==> config.mk <==
export PLATFORM = sky130hd
export DESIGN_NAME = i2c_stat_flags
export DESIGN_NICKNAME = d
export VERILOG_FILES = /design/src/rtl/i2c_stat_pkg.sv /design/src/rtl/i2c_stat_ctrl.sv /design/src/rtl/i2c_stat_regs.sv /design/src/rtl/i2c_stat_flags.sv
export SDC_FILE = /design/constraint.sdc
export NUM_CORES = 1
export LEC_CHECK = 0
export BUFFER_PORTS_ARGS = -buffer_cell sky130_fd_sc_hd__buf_2
export CORE_MARGIN = 4
export CORE_UTILIZATION = 37
export DETAILED_ROUTE_END_ITERATION = 7
export PLACE_DENSITY_LB_ADDON = 0.08
export SLEW_MARGIN = 20
export SYNTH_ARGS = -nofsm -noshare
export SYNTH_HDL_FRONTEND = slang
export SYNTH_SLANG_ARGS = --single-unit
==> constraint.sdc <==
create_clock -name clk -period 1.3 [get_ports clk]
set_clock_uncertainty 0.15 [all_clocks]
set_input_delay 0.13 -clock clk [delete_from_list [all_inputs] [get_ports clk]]
set_output_delay 0.13 -clock clk [all_outputs]
set_load 0.02 [all_outputs]
==> src/rtl/i2c_stat_pkg.sv <==
package i2c_stat_pkg;
  localparam int REG_W = 8;
  localparam logic [1:0] OFF_STAT = 2'd0;
  localparam logic [1:0] OFF_CTRL = 2'd1;
  localparam logic [1:0] OFF_SSF  = 2'd2;

  localparam int B_BUSY  = 5;
  localparam int B_ARBL  = 4;
  localparam int B_RANGE = 3;
  localparam int B_SRW   = 2;
  localparam int B_IFLAG = 1;
  localparam int B_RXAK  = 0;
  localparam int B_STARTF = 1;
  localparam int B_STOPF  = 0;

  typedef struct packed {
    logic setBusy;
    logic clrBusy;
    logic setArbl;
    logic clrArbl;
    logic setRange;
    logic clrRange;
    logic ldSrw;
    logic srwVal;
    logic setIflag;
    logic clrIflag;
    logic ldRxak;
    logic rxakVal;
    logic setStartF;
    logic clrStartF;
    logic setStopF;
    logic clrStopF;
  } statStrobes_t;
endpackage

==> src/rtl/i2c_stat_ctrl.sv <==
module i2c_stat_ctrl
  import i2c_stat_pkg::*;
#(
  parameter int ADDR_W = 7
) (
  input  logic              evStart,
  input  logic              evStop,
  input  logic              evArbLost,
  input  logic              evAddr,
  input  logic [ADDR_W-1:0] rxAddr,
  input  logic              rxRw,
  input  logic              matchAux,
  input  logic              evDataDone,
  input  logic              evAckDone,
  input  logic              ackN,
  input  logic              evTmo,
  input  logic [1:0]        tmoKind,
  input  logic [ADDR_W-1:0] ownAddr,
  input  logic [ADDR_W-1:0] rangeAddr,
  input  logic              rangeEn,
  input  logic              intEn,
  input  logic              ssIntEn,
  input  logic              fastAck,
  input  logic              regWrEn,
  input  logic [1:0]        regAddr,
  input  logic [REG_W-1:0]  regWrData,
  output statStrobes_t      strb
);
  logic wrStat, wrCtrl, wrSsf;
  logic primHit, rangeHit, anyHit, byteEvt, tmoCounts;
  logic unusedData;

  assign wrStat = regWrEn && (regAddr == OFF_STAT);
  assign wrCtrl = regWrEn && (regAddr == OFF_CTRL);
  assign wrSsf  = regWrEn && (regAddr == OFF_SSF);
  assign unusedData = &{1'b0, regWrData[7:5], regWrData[3:2]};

  assign primHit  = evAddr && (rxAddr == ownAddr);
  assign rangeHit = evAddr && rangeEn && (rxAddr != '0) &&
                    ((rxAddr == rangeAddr) || ((rxAddr > ownAddr) && (rxAddr < rangeAddr)));
  assign anyHit   = primHit || rangeHit || (evAddr && matchAux);
  assign byteEvt  = fastAck ? evDataDone : evAckDone;
  assign tmoCounts = evTmo && (tmoKind != 2'd1) && (tmoKind != 2'd2);

  always_comb begin
    strb = '0;
    strb.setBusy   = evStart;
    strb.clrBusy   = evStop;
    strb.setArbl   = evArbLost;
    strb.clrArbl   = wrStat && regWrData[B_ARBL];
    strb.setRange  = rangeHit && intEn;
    strb.clrRange  = wrCtrl;
    strb.ldSrw     = anyHit;
    strb.srwVal    = rxRw;
    strb.setIflag  = byteEvt || anyHit || evArbLost || tmoCounts ||
                     (ssIntEn && (evStart || evStop));
    strb.clrIflag  = wrStat && regWrData[B_IFLAG];
    strb.ldRxak    = evAckDone;
    strb.rxakVal   = ackN;
    strb.setStartF = evStart;
    strb.clrStartF = wrSsf && regWrData[B_STARTF];
    strb.setStopF  = evStop;
    strb.clrStopF  = wrSsf && regWrData[B_STOPF];
  end
endmodule

==> src/rtl/i2c_stat_regs.sv <==
module i2c_stat_regs
  import i2c_stat_pkg::*;
(
  input  logic             clk,
  input  logic             rstN,
  input  statStrobes_t     strb,
  input  logic             ssIntEn,
  input  logic             intEn,
  input  logic [1:0]       regAddr,
  output logic [REG_W-1:0] statBits,
  output logic [REG_W-1:0] regRdData,
  output logic             irq
);
  logic busy, arbl, rangeHitF, srw, iflag, rxak, startF, stopF;
  logic ssHold;

  assign ssHold = ssIntEn && (startF || stopF);

  always_ff @(posedge clk or negedge rstN) begin
    if (!rstN) begin
      busy <= 1'b0; arbl <= 1'b0; rangeHitF <= 1'b0; srw <= 1'b0;
      iflag <= 1'b0; rxak <= 1'b0; startF <= 1'b0; stopF <= 1'b0;
    end else begin
      busy      <= strb.setBusy || (busy && !strb.clrBusy);
      arbl      <= strb.setArbl || (arbl && !strb.clrArbl);
      rangeHitF <= strb.setRange || (rangeHitF && !strb.clrRange);
      iflag     <= strb.setIflag || ssHold || (iflag && !strb.clrIflag);
      startF    <= strb.setStartF || (startF && !strb.clrStartF);
      stopF     <= strb.setStopF || (stopF && !strb.clrStopF);
      if (strb.ldSrw)  srw  <= strb.srwVal;
      if (strb.ldRxak) rxak <= strb.rxakVal;
    end
  end

  always_comb begin
    statBits = '0;
    statBits[B_BUSY]  = busy;
    statBits[B_ARBL]  = arbl;
    statBits[B_RANGE] = rangeHitF;
    statBits[B_SRW]   = srw;
    statBits[B_IFLAG] = iflag;
    statBits[B_RXAK]  = rxak;
  end

  always_comb begin
    regRdData = '0;
    case (regAddr)
      OFF_STAT: regRdData = statBits;
      OFF_SSF: begin
        regRdData[B_STARTF] = startF;
        regRdData[B_STOPF]  = stopF;
      end
      default: regRdData = '0;
    endcase
  end

  assign irq = iflag && intEn;
endmodule

==> src/rtl/i2c_stat_flags.sv <==
module i2c_stat_flags
  import i2c_stat_pkg::*;
#(
  parameter int ADDR_W = 7
) (
  input  logic              clk,
  input  logic              rstN,
  input  logic              evStart,
  input  logic              evStop,
  input  logic              evArbLost,
  input  logic              evAddr,
  input  logic [ADDR_W-1:0] rxAddr,
  input  logic              rxRw,
  input  logic              matchAux,
  input  logic              evDataDone,
  input  logic              evAckDone,
  input  logic              ackN,
  input  logic              evTmo,
  input  logic [1:0]        tmoKind,
  input  logic [ADDR_W-1:0] ownAddr,
  input  logic [ADDR_W-1:0] rangeAddr,
  input  logic              rangeEn,
  input  logic              intEn,
  input  logic              ssIntEn,
  input  logic              fastAck,
  input  logic              regWrEn,
  input  logic [1:0]        regAddr,
  input  logic [7:0]        regWrData,
  output logic [7:0]        regRdData,
  output logic              irq
);
  statStrobes_t strb;
  logic [REG_W-1:0] statBits;

  i2c_stat_ctrl #(.ADDR_W(ADDR_W)) u_ctrl (
    .evStart(evStart), .evStop(evStop), .evArbLost(evArbLost),
    .evAddr(evAddr), .rxAddr(rxAddr), .rxRw(rxRw), .matchAux(matchAux),
    .evDataDone(evDataDone), .evAckDone(evAckDone), .ackN(ackN),
    .evTmo(evTmo), .tmoKind(tmoKind), .ownAddr(ownAddr),
    .rangeAddr(rangeAddr), .rangeEn(rangeEn), .intEn(intEn),
    .ssIntEn(ssIntEn), .fastAck(fastAck), .regWrEn(regWrEn),
    .regAddr(regAddr), .regWrData(regWrData), .strb(strb)
  );

  i2c_stat_regs u_regs (
    .clk(clk), .rstN(rstN), .strb(strb), .ssIntEn(ssIntEn), .intEn(intEn),
    .regAddr(regAddr), .statBits(statBits), .regRdData(regRdData), .irq(irq)
  );
endmodule

# Word-level counts from Yosys, hierarchy flattened
# Cells that the tools add are included.
[word_totals] reg_bits=8 wordCells=68 romBits=0 latch_bits=0 output_inout_bits=9 mem_count=0 ramBits=0
[classes] n_reduce_logical=49 mul=0 eq_ne=6 div=0 n_addsub=0 mux=3 bitwise_logic=0 n_shift=0 order_cmp=2
[op_table] op="$logic_and 1x1->1" count=25
[op_table] op="$logic_or 1x1->1" count=16
[op_table] op="$eq 7x7->1" count=2
[op_table] op="$gt 7x7->1" count=1
[op_table] op="$lt 7x7->1" count=1
[op_table] op="$reduce_bool 7->1" count=1
[op_table] op="$logic_not 1->1" count=6
[op_table] op="$mux 4" count=1
[op_table] op="$pmux 2 s2" count=1
[op_table] op="$eq 2x1->1 const B" count=1
[op_table] op="$eq 2x2->1 const B" count=1
[op_table] op="$logic_not 2->1" count=1
[op_table] op="$ne 2x1->1 const B" count=1
[op_table] op="$ne 2x2->1 const B" count=1
[op_table] op="$mux 1" count=1

# Depth between registers and ports, before layout
[logic_depth] ltp_word=12 ltp_mapped=7

# By module
# From an unflattened synthesis, not the netlist that was laid out.
[unflattened] hier_cells=122 hier_area_um2=1017.2
[by_module_without_submodules] mod="i2c_stat_ctrl" cells_per_inst=78 area_per_inst_um2=573.0 n_inst=1 seq_area_each_um2=0.0
[by_module_without_submodules] mod="i2c_stat_regs" cells_per_inst=44 area_per_inst_um2=444.2 n_inst=1 seq_area_each_um2=200.2

# Least setup slack after synthesis
# OpenSTA, ideal clock, no wires.
[synth_timing] path_type="input port to flip-flop" from="input rangeAddr[4]" to="register u_regs.srw" t_required_ns=1.026 path_stages=7 setup_time_ns=0.124 slack_ns=-0.507 arrival_ns=1.533 path_buffers=0 cell_sequence="inv_1 > ha_1 > a21o_1 > a21o_1 > a2111oi_4 > a211oi_1 > a211o_1"
[synth_via] elab_chain_cells=6 elab_cells_between_ends=7 cone_classes="order compare (1); eq/ne (1); reduce/logical (5)"
[synth_rtl] element="from (decl)" line="i2c_stat_flags.sv:21" source="input logic [ADDR_W-1:0] rangeAddr,"
[synth_rtl] element="$lt 7x7->1" line="i2c_stat_ctrl.sv:40" source="((rxAddr == rangeAddr) || ((rxAddr > ownAddr) && (rxAddr < rangeAddr)));"
[synth_rtl] element="$logic_and 1x1->1" line="i2c_stat_ctrl.sv:40"
[synth_rtl] element="$logic_or 1x1->1 *" line="i2c_stat_ctrl.sv:40"
[synth_rtl] element="$logic_and 1x1->1 *" line="i2c_stat_ctrl.sv:39" source="assign rangeHit = evAddr && rangeEn && (rxAddr != '0) &&"
[synth_rtl] element="$logic_or 1x1->1 * (2 in a row)" line="i2c_stat_ctrl.sv:41" source="assign anyHit = primHit || rangeHit || (evAddr && matchAux);"
[synth_rtl] element="to (signal assigned)" line="i2c_stat_regs.sv:30" source="if (strb.ldSrw) srw <= strb.srwVal;"
[synth_rtl] element="to (decl)" line="i2c_stat_regs.sv:14" source="logic busy, arbl, rangeHitF, srw, iflag, rxak, startF, stopF;"
# Every way passes the cells marked *; elsewhere a longest branch is shown, timed or not.
# A chain may end at the register's enable or synchronous reset.

# Final worst setup path
[layout_timing] from="input rxAddr[5]" to="register u_regs.srw"
[layout_via] elab_chain_cells=6 elab_cells_between_ends=12 cone_classes="order compare (2); eq/ne (2); reduce/logical (8)"
[layout_rtl] element="from (decl)" line="i2c_stat_flags.sv:12" source="input logic [ADDR_W-1:0] rxAddr,"
[layout_rtl] element="$gt 7x7->1 or $lt 7x7->1 (tied branches)" line="i2c_stat_ctrl.sv:40"
[layout_rtl] element="$logic_and 1x1->1" line="i2c_stat_ctrl.sv:40"
[layout_rtl] element="$logic_or 1x1->1" line="i2c_stat_ctrl.sv:40"
[layout_rtl] element="$logic_and 1x1->1" line="i2c_stat_ctrl.sv:39"
[layout_rtl] element="$logic_or 1x1->1 * (2 in a row)" line="i2c_stat_ctrl.sv:41"
# Marks and branches as above.

==> metrics.txt <==
Yosys cell types=30; Ys Warns=0; first-pass GRT wire length=4478 um; Row Count=17; final setup fails=5; Synth async-reset ratio=100.0%; Fmax=652.8 MHz; diodes inserted=0; Congestion Overflow GR=0; reg2reg path depth=3; PortBufs=51; gr usage total=17.03%; fin. max-slew vios=0; Flop pwr share=30.7%; Clk pwr share=19.3%; drt pass-1 iters=4; synth top area cells=dfrtp_1 (23%), ha_1 (20%), inv_1 (6.8%); final setup TNS=-742.1 ps; worst skew pair latency=240 ps; CTS tree=built; Net Switching=0.2918 mW; startpoint types=primary input; Initial Util=39.27%; overall power=0.9258 mW; vias in the first global route=1113; Worst Path Required=1280 ps; core region area=2233 um2; area share of the largest cell type after synthesis=22.82%; Max Cap Viol=0; Primary FF master, synth=dfrtp_1; Synth Register Bits=8; drt wl/cell=11.71 um; Comb pwr share=50.0%; post-synthesis sequential area ratio=22.82%; Post-synth EDFFs=0; via density per instance=4.859; H-tree lvl count=1; Clk Tree Root Cell=clkbuf_4; Avg Inst Size Synth=8.515 um2; WHS=43.30 ps; post-route antenna net violation count=0; Die Y-Extent=56.69 um; setup ws final=-231.9 ps; Worst VDD drop=0.5806 mV; post-synthesis cell area=877.1 um2; Reg clk slew, reported paths=50 ps; commonest cells in the netlist=inv_1 (16), ha_1 (14), dfrtp_1 (8), nand3_1 (8); initial antenna violation count=0; share of cells above drive strength 1=56.50%; failing checks=setup timing; post-layout instance area=1632 um2; Crit. End Element=flop; non-filler instance count after layout=205; area leader, netlist=dfrtp_1; worst path arrival time=1510 ps; Hold Crit Depth=3; pin count of the biggest net entering global routing=9; die area=3213 um2; Crit Path Class=primary input to flop; vias=996; Routed Wire Length=2401 um; drc violations=0; Hold Path Class=primary input to flop; Int Pwr=0.6340 mW; Layout area overhead=86.02%; status=finished with violations; Initial DRC Count=9; Mapped Cells=103; Hold Violations, Final=0; hpwl dp=2063 um; CTS max path bufs=2; area of placed instances=1375 um2; Switching Share=31.52%; Max FO, Critical Path=3; total CTS buffers=3; io pins=59; RD Place Congestion=0.7790; Leak=0.7942 nW; PwrDens=567.4 nW/um2; worst reg2reg setup slack=-50 ps; RSZ-0062 raised after global routing=true; fin crit share=117.8%; min Tclk post-route=1532 ps; placed cell count=194; Die Wd=56.69 um; TritonCTS Sinks=8; most numerous cell in the Yosys netlist=inv_1; Nets=243
cell usage in the layout, fill, tap and decap left out, types with 2 or more instances in the layout:
| cell | count |
|---|---|
| dlygate4sd3_1 | 7 |
| buf_4 | 15 |
| nand3b_1 | 2 |
| nand3_2 | 2 |
| dfrtp_1 | 8 |
| and2_1 | 5 |
| a21oi_2 | 4 |
| nor2_1 | 3 |
| nand2_1 | 6 |
| ha_1 | 4 |
| buf_2 | 39 |
| nand3_1 | 6 |
| a211o_1 | 2 |
| nand4_1 | 3 |
| mux2i_1 | 2 |
| conb_1 | 2 |
| a21o_1 | 6 |
| inv_1 | 9 |
| clkbuf_4 | 3 |
| or2_4 | 2 |
| mux2_2 | 2 |
| inv_2 | 5 |
| a211oi_1 | 2 |
| ha_4 | 10 |
| buf_8 | 3 |
| buf_6 | 8 |
final cells by class:
type | count | area [um2]
Multi-Input combinational cell | 78 | 785.8
Tap cell | 28 | 35.03
Timing Repair Buffer | 72 | 513.0
Clock buffer | 3 | 22.52
Sequential cell | 8 | 200.2
Fill cell | 182 | 601.8
Inverter | 16 | 75.07
per-layer routing:
metal	part of all wire [%]	vias up	GRT usage, %
li1	-	512	-
met1	43	441	20.47
met2	49	43	30.69
met3	8.5	0	4.598
met4	0	0	2.034
met5	0	-	0
worst paths after layout:
path                                    startpoint                      end
setup / recovery                         rxAddr[5]   u_regs.srw$_DFFE_PN0P_
hold / removal                        regWrData[4]    u_regs.arbl$_DFF_PN0_
setup reg to reg           u_regs.startF$_DFF_PN0_   u_regs.iflag$_DFF_PN0_
hold reg to reg              u_regs.arbl$_DFF_PN0_    u_regs.arbl$_DFF_PN0_
max in group asynchronous                     rstN    u_regs.arbl$_DFF_PN0_
min in group asynchronous                     rstN  u_regs.startF$_DFF_PN0_
state kept, by name (all words and copies together), names as in the netlist:
register / cells
u_regs.rxak: 1
u_regs.arbl: 1
u_regs.stopF: 1
u_regs.startF: 1
u_regs.rangeHitF: 1
u_regs.busy: 1
u_regs.iflag: 1
u_regs.srw: 1
timing repair:
item / CTS / global route
pin swaps: 13 / 11
hold endpoints to repair: 15 / 0
buffers inserted: 0 / 1
gates resized for setup: 27 / 8
setup endpoints to repair: 5 / 5
hold buffers: 7 / 0
critical path, stage by stage:
cell	delay [ps]
buf_8	110
ha_4	240
a21o_1	160
a21oi_2	120
nand3_2	90
a311o_2	400
a211o_1	250
power by group through the flow:
stage	combinational, mW	sequential (mW)	clock, mW
finish	0.463	0.284	0.179
CTS	0.455	0.284	0.191
global route	0.514	0.288	0.213
floorplan	0.229	0.284	0
detailed placement	0.397	0.289	0
global placement	0.385	0.287	0
cells by family (layout without fill, tap and decap cells):
group                    count (synthesis)  in the layout  synth area share [%]
AO/OA/AOI/OAI                           23             23                 21.11
XOR/XNOR                                 1              1                0.9988
adder cells (fa/ha/maj)                 14             14                 19.97
buffers and inverters                   18             91                 8.559
flip-flops                               8              8                 22.82
multiplexers                             4              4                 4.850
other                                    1              2                0.4275
AND/OR/NAND/NOR                         34             34                 21.25
metrics by stage:
step / setup slack [ps] / util, %
floorplan: -364.8 / -
finish: -231.9 / 73.05
global placement: -590.4 / 61.57
global route: -279.2 / 73.05
detailed placement: -610.4 / 61.57
CTS: -265.6 / 71.43
No activity file was read; power rests on OpenSTA's default activity.
